`src/rtl/vtg_pkg.sv`:
```
package vtg_pkg;

    typedef enum logic [3:0] {
        A_CTRL  = 4'd0,
        A_VCTRL = 4'd1,
        A_H_LO  = 4'd2,
        A_H_HI  = 4'd3,
        A_V_LO  = 4'd4,
        A_V_HI  = 4'd5,
        A_IEN   = 4'd6,
        A_ISTAT = 4'd7,
        A_STAT  = 4'd8
    } reg_addr_e;

    typedef enum logic [1:0] {
        FMT_RGB24     = 2'd0,
        FMT_RGB16     = 2'd1,
        FMT_RGB18     = 2'd2,
        FMT_RGB24_ALT = 2'd3
    } pix_fmt_e;

    // Threshold leaves room for the upstream latency in bytes per format.
    function automatic logic [7:0] fifo_level(pix_fmt_e f, int bytes, int lat);
        int r;
        case (f)
            FMT_RGB16: r = bytes - 2 * lat;
            FMT_RGB18: r = bytes - 2 * lat - 2;
            default:   r = bytes - 3 * lat;
        endcase
        return r[7:0];
    endfunction

endpackage

```
`src/rtl/vtg_axis.sv`:
```
module vtg_axis #(
    parameter int FW = 16
) (
    input  logic          clk,
    input  logic          rst_n,
    input  logic          clr_i,
    input  logic          adv_i,
    input  logic [FW-1:0] act_i,
    input  logic [FW-1:0] fp_i,
    input  logic [FW-1:0] sync_i,
    input  logic [FW-1:0] bp_i,
    output logic          wrap_o,
    output logic          in_act_o,
    output logic          in_sync_o,
    output logic          fp_start_o
);
    localparam int TW = FW + 2;
    localparam logic [TW-1:0] ONE = TW'(1);

    typedef struct packed {
        logic [TW-1:0] cnt;
    } axis_st_t;

    axis_st_t st_d, st_q;
    logic [TW-1:0] end_act, end_fp, end_sync, total;

    always_comb begin
        end_act  = TW'(act_i);
        end_fp   = end_act + TW'(fp_i);
        end_sync = end_fp + TW'(sync_i);
        total    = end_sync + TW'(bp_i);
    end

    always_comb begin
        wrap_o     = adv_i && ((total == '0) || (st_q.cnt >= total - ONE));
        fp_start_o = adv_i && !wrap_o && (act_i != '0) && (st_q.cnt == end_act - ONE);
        in_act_o   = st_q.cnt < end_act;
        in_sync_o  = (st_q.cnt >= end_fp) && (st_q.cnt < end_sync);
        st_d = st_q;
        if (clr_i) begin
            st_d.cnt = '0;
        end else if (adv_i) begin
            st_d.cnt = wrap_o ? '0 : st_q.cnt + ONE;
        end
    end

    always_ff @(posedge clk or negedge rst_n) begin
        if (!rst_n) st_q <= '0;
        else        st_q <= st_d;
    end


    cnt_range_chk: assert property (@(posedge clk) disable iff (!rst_n)
        (adv_i && $stable(total) && (total != '0)) |=> (st_q.cnt < $past(total)));

endmodule

```
`src/rtl/vtg_seq.sv`:
```
module vtg_seq (
    input  logic clk,
    input  logic rst_n,
    input  logic enable_i,
    input  logic video_en_i,
    input  logic cont_i,
    input  logic wait_hs_i,
    input  logic line_end_i,
    input  logic frame_end_i,
    output logic running_o,
    output logic gate_o,
    output logic oneshot_done_o
);
    typedef struct packed {
        logic running;
        logic gate;
    } seq_st_t;

    seq_st_t st_d, st_q;

    always_comb begin
        st_d           = st_q;
        oneshot_done_o = 1'b0;
        if (!enable_i) begin
            st_d = '0;
        end else if (!st_q.running) begin
            if (video_en_i) begin
                st_d.running = 1'b1;
                st_d.gate    = !wait_hs_i;
            end
        end else begin
            if (line_end_i) st_d.gate = 1'b1;
            if (frame_end_i && (!video_en_i || !cont_i)) begin
                st_d           = '0;
                oneshot_done_o = !cont_i;
            end
        end
    end

    always_ff @(posedge clk or negedge rst_n) begin
        if (!rst_n) st_q <= '0;
        else        st_q <= st_d;
    end

    assign running_o = st_q.running;
    assign gate_o    = st_q.gate;


    run_fall_chk: assert property (@(posedge clk) disable iff (!rst_n)
        $fell(st_q.running) |-> ($past(frame_end_i) || !$past(enable_i)));


    stop_on_disable_chk: assert property (@(posedge clk) disable iff (!rst_n)
        !enable_i |=> !st_q.running);

endmodule

```
`src/rtl/vtg_regs.sv`:
```
module vtg_regs
    import vtg_pkg::*;
#(
    parameter int FW         = 16,
    parameter int FIFO_BYTES = 64,
    parameter int LAT_PIX    = 6
) (
    input  logic          clk,
    input  logic          rst_n,
    input  logic          wr_en_i,
    input  logic [3:0]    wr_addr_i,
    input  logic [31:0]   wr_data_i,
    input  logic [3:0]    rd_addr_i,
    input  logic          running_i,
    input  logic          fp_start_i,
    input  logic          oneshot_done_i,
    output logic [31:0]   rd_data_o,
    output logic          en_o,
    output logic          fclr_o,
    output logic          whs_o,
    output logic          ven_o,
    output logic          cont_o,
    output logic [7:0]    level_o,
    output logic [FW-1:0] hbp_o,
    output logic [FW-1:0] hsy_o,
    output logic [FW-1:0] hfp_o,
    output logic [FW-1:0] hact_o,
    output logic [FW-1:0] vbp_o,
    output logic [FW-1:0] vsy_o,
    output logic [FW-1:0] vfp_o,
    output logic [FW-1:0] vact_o,
    output logic          irq_o
);
    typedef struct packed {
        logic          en;
        logic          fclr;
        logic          whs;
        pix_fmt_e      fmt;
        logic          ven;
        logic          cont;
        logic [FW-1:0] hbp;
        logic [FW-1:0] hsy;
        logic [FW-1:0] hfp;
        logic [FW-1:0] hact;
        logic [FW-1:0] vbp;
        logic [FW-1:0] vsy;
        logic [FW-1:0] vfp;
        logic [FW-1:0] vact;
        logic          ien;
        logic          ist;
    } regs_t;

    regs_t st_d, st_q;
    logic  wr_vctrl;

    assign wr_vctrl = wr_en_i && (reg_addr_e'(wr_addr_i) == A_VCTRL);

    always_comb begin
        st_d = st_q;
        if (oneshot_done_i) st_d.ven = 1'b0;
        if (wr_en_i) begin
            case (reg_addr_e'(wr_addr_i))
                A_CTRL: begin
                    st_d.en   = wr_data_i[0];
                    st_d.fclr = wr_data_i[1];
                    st_d.fmt  = pix_fmt_e'(wr_data_i[3:2]);
                    st_d.whs  = wr_data_i[4];
                end
                A_VCTRL: begin
                    st_d.ven  = wr_data_i[0];
                    st_d.cont = wr_data_i[1];
                end
                A_H_LO: begin
                    st_d.hbp = wr_data_i[FW-1:0];
                    st_d.hsy = wr_data_i[16 +: FW];
                end
                A_H_HI: begin
                    st_d.hfp  = wr_data_i[FW-1:0];
                    st_d.hact = wr_data_i[16 +: FW];
                end
                A_V_LO: begin
                    st_d.vbp = wr_data_i[FW-1:0];
                    st_d.vsy = wr_data_i[16 +: FW];
                end
                A_V_HI: begin
                    st_d.vfp  = wr_data_i[FW-1:0];
                    st_d.vact = wr_data_i[16 +: FW];
                end
                A_IEN:   st_d.ien = wr_data_i[0];
                A_ISTAT: if (wr_data_i[0]) st_d.ist = 1'b0;
                default: ;
            endcase
        end
        if (fp_start_i) st_d.ist = 1'b1;
    end

    always_ff @(posedge clk or negedge rst_n) begin
        if (!rst_n) st_q <= '0;
        else        st_q <= st_d;
    end

    assign level_o = fifo_level(st_q.fmt, FIFO_BYTES, LAT_PIX);

    always_comb begin
        case (reg_addr_e'(rd_addr_i))
            A_CTRL:  rd_data_o = {16'b0, level_o, 3'b0, st_q.whs, st_q.fmt, st_q.fclr, st_q.en};
            A_VCTRL: rd_data_o = {30'b0, st_q.cont, st_q.ven};
            A_H_LO:  rd_data_o = {16'(st_q.hsy), 16'(st_q.hbp)};
            A_H_HI:  rd_data_o = {16'(st_q.hact), 16'(st_q.hfp)};
            A_V_LO:  rd_data_o = {16'(st_q.vsy), 16'(st_q.vbp)};
            A_V_HI:  rd_data_o = {16'(st_q.vact), 16'(st_q.vfp)};
            A_IEN:   rd_data_o = {31'b0, st_q.ien};
            A_ISTAT: rd_data_o = {31'b0, st_q.ist};
            A_STAT:  rd_data_o = {31'b0, running_i};
            default: rd_data_o = '0;
        endcase
    end

    assign en_o   = st_q.en;
    assign fclr_o = st_q.fclr;
    assign whs_o  = st_q.whs;
    assign ven_o  = st_q.ven;
    assign cont_o = st_q.cont;
    assign hbp_o  = st_q.hbp;
    assign hsy_o  = st_q.hsy;
    assign hfp_o  = st_q.hfp;
    assign hact_o = st_q.hact;
    assign vbp_o  = st_q.vbp;
    assign vsy_o  = st_q.vsy;
    assign vfp_o  = st_q.vfp;
    assign vact_o = st_q.vact;
    assign irq_o  = st_q.ist & st_q.ien;


    irq_set_wins_chk: assert property (@(posedge clk) disable iff (!rst_n)
        fp_start_i |=> st_q.ist);


    oneshot_clear_chk: assert property (@(posedge clk) disable iff (!rst_n)
        (oneshot_done_i && !wr_vctrl) |=> !st_q.ven);

endmodule

```
`src/rtl/vtg_top.sv`:
```
module vtg_top #(
    parameter int FW         = 16,
    parameter int FIFO_BYTES = 64,
    parameter int LAT_PIX    = 6
) (
    input  logic        clk,
    input  logic        rst_n,
    input  logic        wr_en_i,
    input  logic [3:0]  wr_addr_i,
    input  logic [31:0] wr_data_i,
    input  logic [3:0]  rd_addr_i,
    output logic [31:0] rd_data_o,
    output logic        hsync_o,
    output logic        vsync_o,
    output logic        de_o,
    output logic        irq_o,
    output logic        running_o,
    output logic        fifo_clr_o,
    output logic [7:0]  fifo_level_o
);
    logic          en, fclr, whs, ven, cont;
    logic [FW-1:0] hbp, hsy, hfp, hact, vbp, vsy, vfp, vact;
    logic          running, gate, oneshot_done;
    logic          h_wrap, h_act, h_sync, h_fps;
    logic          v_wrap, v_act, v_sync, v_fps;
    logic          vis;

    vtg_regs #(.FW(FW), .FIFO_BYTES(FIFO_BYTES), .LAT_PIX(LAT_PIX)) u_regs (
        .clk            (clk),
        .rst_n          (rst_n),
        .wr_en_i        (wr_en_i),
        .wr_addr_i      (wr_addr_i),
        .wr_data_i      (wr_data_i),
        .rd_addr_i      (rd_addr_i),
        .running_i      (running),
        .fp_start_i     (v_fps),
        .oneshot_done_i (oneshot_done),
        .rd_data_o      (rd_data_o),
        .en_o           (en),
        .fclr_o         (fclr),
        .whs_o          (whs),
        .ven_o          (ven),
        .cont_o         (cont),
        .level_o        (fifo_level_o),
        .hbp_o          (hbp),
        .hsy_o          (hsy),
        .hfp_o          (hfp),
        .hact_o         (hact),
        .vbp_o          (vbp),
        .vsy_o          (vsy),
        .vfp_o          (vfp),
        .vact_o         (vact),
        .irq_o          (irq_o)
    );

    vtg_axis #(.FW(FW)) u_hax (
        .clk        (clk),
        .rst_n      (rst_n),
        .clr_i      (!running),
        .adv_i      (running),
        .act_i      (hact),
        .fp_i       (hfp),
        .sync_i     (hsy),
        .bp_i       (hbp),
        .wrap_o     (h_wrap),
        .in_act_o   (h_act),
        .in_sync_o  (h_sync),
        .fp_start_o (h_fps)
    );

    vtg_axis #(.FW(FW)) u_vax (
        .clk        (clk),
        .rst_n      (rst_n),
        .clr_i      (!running),
        .adv_i      (h_wrap),
        .act_i      (vact),
        .fp_i       (vfp),
        .sync_i     (vsy),
        .bp_i       (vbp),
        .wrap_o     (v_wrap),
        .in_act_o   (v_act),
        .in_sync_o  (v_sync),
        .fp_start_o (v_fps)
    );

    vtg_seq u_seq (
        .clk            (clk),
        .rst_n          (rst_n),
        .enable_i       (en),
        .video_en_i     (ven),
        .cont_i         (cont),
        .wait_hs_i      (whs),
        .line_end_i     (h_wrap),
        .frame_end_i    (v_wrap),
        .running_o      (running),
        .gate_o         (gate),
        .oneshot_done_o (oneshot_done)
    );

    logic unused_h_fps;
    assign unused_h_fps = h_fps;

    assign vis        = running & gate;
    assign hsync_o    = vis & h_sync;
    assign vsync_o    = vis & v_sync;
    assign de_o       = vis & h_act & v_act;
    assign running_o  = running;
    assign fifo_clr_o = fclr & en;

endmodule

```
`config.mk`:
```
export PLATFORM = sky130hd
export DESIGN_NAME = vtg_top
export DESIGN_NICKNAME = d
export VERILOG_FILES = /design/src/rtl/vtg_pkg.sv /design/src/rtl/vtg_axis.sv /design/src/rtl/vtg_seq.sv /design/src/rtl/vtg_regs.sv /design/src/rtl/vtg_top.sv
export SDC_FILE = /design/constraint.sdc
export NUM_CORES = 1
export LEC_CHECK = 0
export CAP_MARGIN = 20
export CORE_MARGIN = 1.5
export CORE_UTILIZATION = 60
export CTS_CLUSTER_SIZE = 40
export DETAILED_ROUTE_END_ITERATION = 6
export DONT_BUFFER_PORTS = 1
export PLACE_DENSITY = 0.76
export SLEW_MARGIN = 15
export SYNTH_ARGS = -nofsm -noshare
export SYNTH_HDL_FRONTEND = slang
export SYNTH_SLANG_ARGS = --single-unit
```
`constraint.sdc`:
```
create_clock -name clk -period 21.9 [get_ports clk]
set_input_delay 2.19 -clock clk [delete_from_list [all_inputs] [get_ports clk]]
set_output_delay 2.19 -clock clk [all_outputs]
set_load 0.02 [all_outputs]
```
==> flow_summary.yaml <==
synth:
  synth_edf_count: 0
  netlist_area_um2: 16800
  synth_seq_cells: 175
  avgSynthCellArea_um2: 8.98
  async_flop_share: 1.00
  synth_warnings: 0
  synth_ff_type: "dfrtp_1"
  synth_cell_types: 85
  synth-seq-area-share: 0.261
  synth_cells: 1871
clock_tree:
  clk_pin_slew_worst_paths_ps: 70
  cts_resized: 0
  cts-buffers-inserted: 17
  cts-root-buf: "clkbuf_16"
  htreeDepth: 4
  post_cts_buffers: 0
  clk_latency_ps: 450
  cts.sink_count: 175
  clk_path_buf_depth: 2
  cts_hold_buf: 0
  cts_tree: "yes"
setup_path:
  critPathMaxFanout: 11
  critical-path-slowest-cell: "a2111oi_0"
  regToRegSetupSlack_ps: 13170
  end_kind: "register"
  cpMostUsedCell: "ha_1"
  cpPeakStageDelay_ps: 500
  cp.arrival_ps: 9110
  required_ps: 22280
  start_kind: "register"
  path_class: "register to register"
finish:
  fin_nets: 2138
  fillCellCount: 2327
  final_cell_mix: "ha_1, dfrtp_1, inv_1"
  antenna_cells: 0
  final_common_cell: "ha_1"
  drive_gt1_frac: 0.0972
  syn2layout_area_growth_pct: 6.24
sta:
  rsz0062_at_grt: "false"
  worst_pin_slew_ps: 1040
  hold_viol: 0
  final.period_utilization: 0.399
  relSlewSlack: 0.297
  timing.fmax_mhz: 115
  finalSetupViolations: 0
  tns_ps: 0
  finalCriticalPeriod_ps: 8730
  final_max_slew_viol_count: 0
  skew_ps: 7.27
die:
  die_h_um: 170
  ios: 89
  std_cell_rows: 61
  core_area_um2: 27700
  dieWidth_um: 170
  die-area_um2: 29000
  start_util: 0.607
route:
  routed-via-count: 14500
  remaining_drc_errors: 0
  viasPerCell: 6.47
  drtAntennaViolNets: 0
  wl_per_cell_um: 20.8
  wl_um: 46600
  drt_iter0_drc: 1166
  firstDrtPassIters: 5
placed_design:
  portBuffers: 0
  routabilityCongestion: 0.946
  post-dp-hpwl_um: 36900
global_routing:
  grt_overflow: 0
  grtUsageTotal: 0.329
  grt_pass1_vias: 14400
  grt_max_degree: 176
  antenna_found_initial: 0
  grt_pass1_wl_um: 74400
status:
  outcome: "complete, no violations"
job:
  drv_cap: 0
worst_hold_path:
  hold_class: "register to register"
==> synthesized netlist by cell type (all sizes together) (7+ instances only) <==
cell,number,area [um2]
and2,11,71.3
nor2,102,383
and3,18,113
a22o,22,193
nand3,58,290
o311ai,7,61.3
xor2,54,473
nand2b,29,181
a211o,10,87.6
nand4,16,100
o211ai,13,97.6
a222oi,7,70.1
nand2,125,469
nor3b,7,52.6
clkbuf,43,161
nor2b,25,164
a22oi,8,60.1
o21ai,102,510
o21bai,19,143
a211oi,18,153
dfrtp,175,4380
a221o,25,250
or2,11,68.8
mux2,104,1170
ha,239,2990
a21oi,99,507
a21o,63,473
buf,10,68.8
a2111oi,7,61.3
or3,13,81.3
nor4,15,93.8
nor3,33,165
o21a,29,218
inv,145,544
a31oi,11,68.8
xnor2,95,832
==> worst max-delay path: cells and delay by family, from the launching register on <==
family | cells | cell delay, ps
xor gates and xnor gates | 3 | 510
and+or+nand+nor | 9 | 2340
buffers and inverters | 1 | 160
AOI/OAI and AO/OA | 14 | 3470
adders and majority gates | 5 | 1680
DFF | 1 | 470
==> layout make-up <==
cell class / instances / area [um2] / share of cell area
Tap cell: 378 / 473 / 0.0265
Timing Repair Buffer: 11 / 82.6 / 0.00463
Clock inverter: 14 / 230 / 0.0129
Clock buffer: 18 / 439 / 0.0246
Sequential cell: 175 / 4380 / 0.245
Multi-Input combinational cell: 1499 / 11700 / 0.655
Inverter: 146 / 548 / 0.0307
==> sequential cells by signal, indices dropped and copies added (netlist names) <==
signal,count
u_regs.vsy_o,16
u_vax.st_q,18
u_regs.fclr_o,1
u_seq.gate_o,1
u_regs.whs_o,1
u_regs.en_o,1
u_regs.hsy_o,16
u_regs.vbp_o,16
u_regs.cont_o,1
u_regs.st_q,4
u_hax.st_q,18
u_regs.hfp_o,16
u_regs.hbp_o,16
u_regs.vfp_o,16
u_regs.vact_o,16
u_regs.hact_o,16
u_seq.running_o,1
u_regs.ven_o,1
==> per-stage QoR <==
step	cell area, um2	cells	worst slack [ps]	util	hold WS, ps
after floorplan	16800	1873	14170	-	478
after detailed placement	17200	2209	13230	0.620	517
after global routing	17900	2241	12380	0.644	556
after global placement	17200	2209	13400	0.620	509
final	17900	2241	13170	0.644	546
after CTS	17900	2241	13180	0.644	533
==> final timing paths <==
kind | start | end | cells past startpoint
max | u_regs.vact_o[0] | u_vax.st_q[10] | 32
min | u_regs.st_q[1] | u_regs.st_q[1] | 1
max reg2reg | u_regs.vact_o[0] | u_vax.st_q[10] | 32
min reg2reg | u_regs.st_q[1] | u_regs.st_q[1] | 1
max in group asynchronous | rst_n | u_regs.vbp_o[15] | 0
min in group asynchronous | rst_n | u_vax.st_q[4] | 0
==> layer usage <==
layer  track usage  part of all wire  vias up
met4         0.162             0.048        0
met3        0.0437             0.053      123
li1              -                 -     6822
met5             0                 0        -
met1         0.394              0.41     7108
met2         0.581              0.49      447
==> cells by family (layout without fill, tap and decap cells) <==
kind of cell | count (synthesis) | in the layout | share of synthesized area
DFF | 175 | 175 | 0.261
muxes | 110 | 110 | 0.0740
other | 2 | 4 | 0.000447
AOI/OAI and AO/OA | 499 | 499 | 0.207
and+or+nand+nor | 491 | 491 | 0.147
buffers and inverters | 199 | 189 | 0.0463
adders and majority gates | 245 | 245 | 0.185
xor gates and xnor gates | 150 | 150 | 0.0790
Power is not shown: default switching activity piles up to over one toggle a cycle in this logic, so the estimate is an artifact.
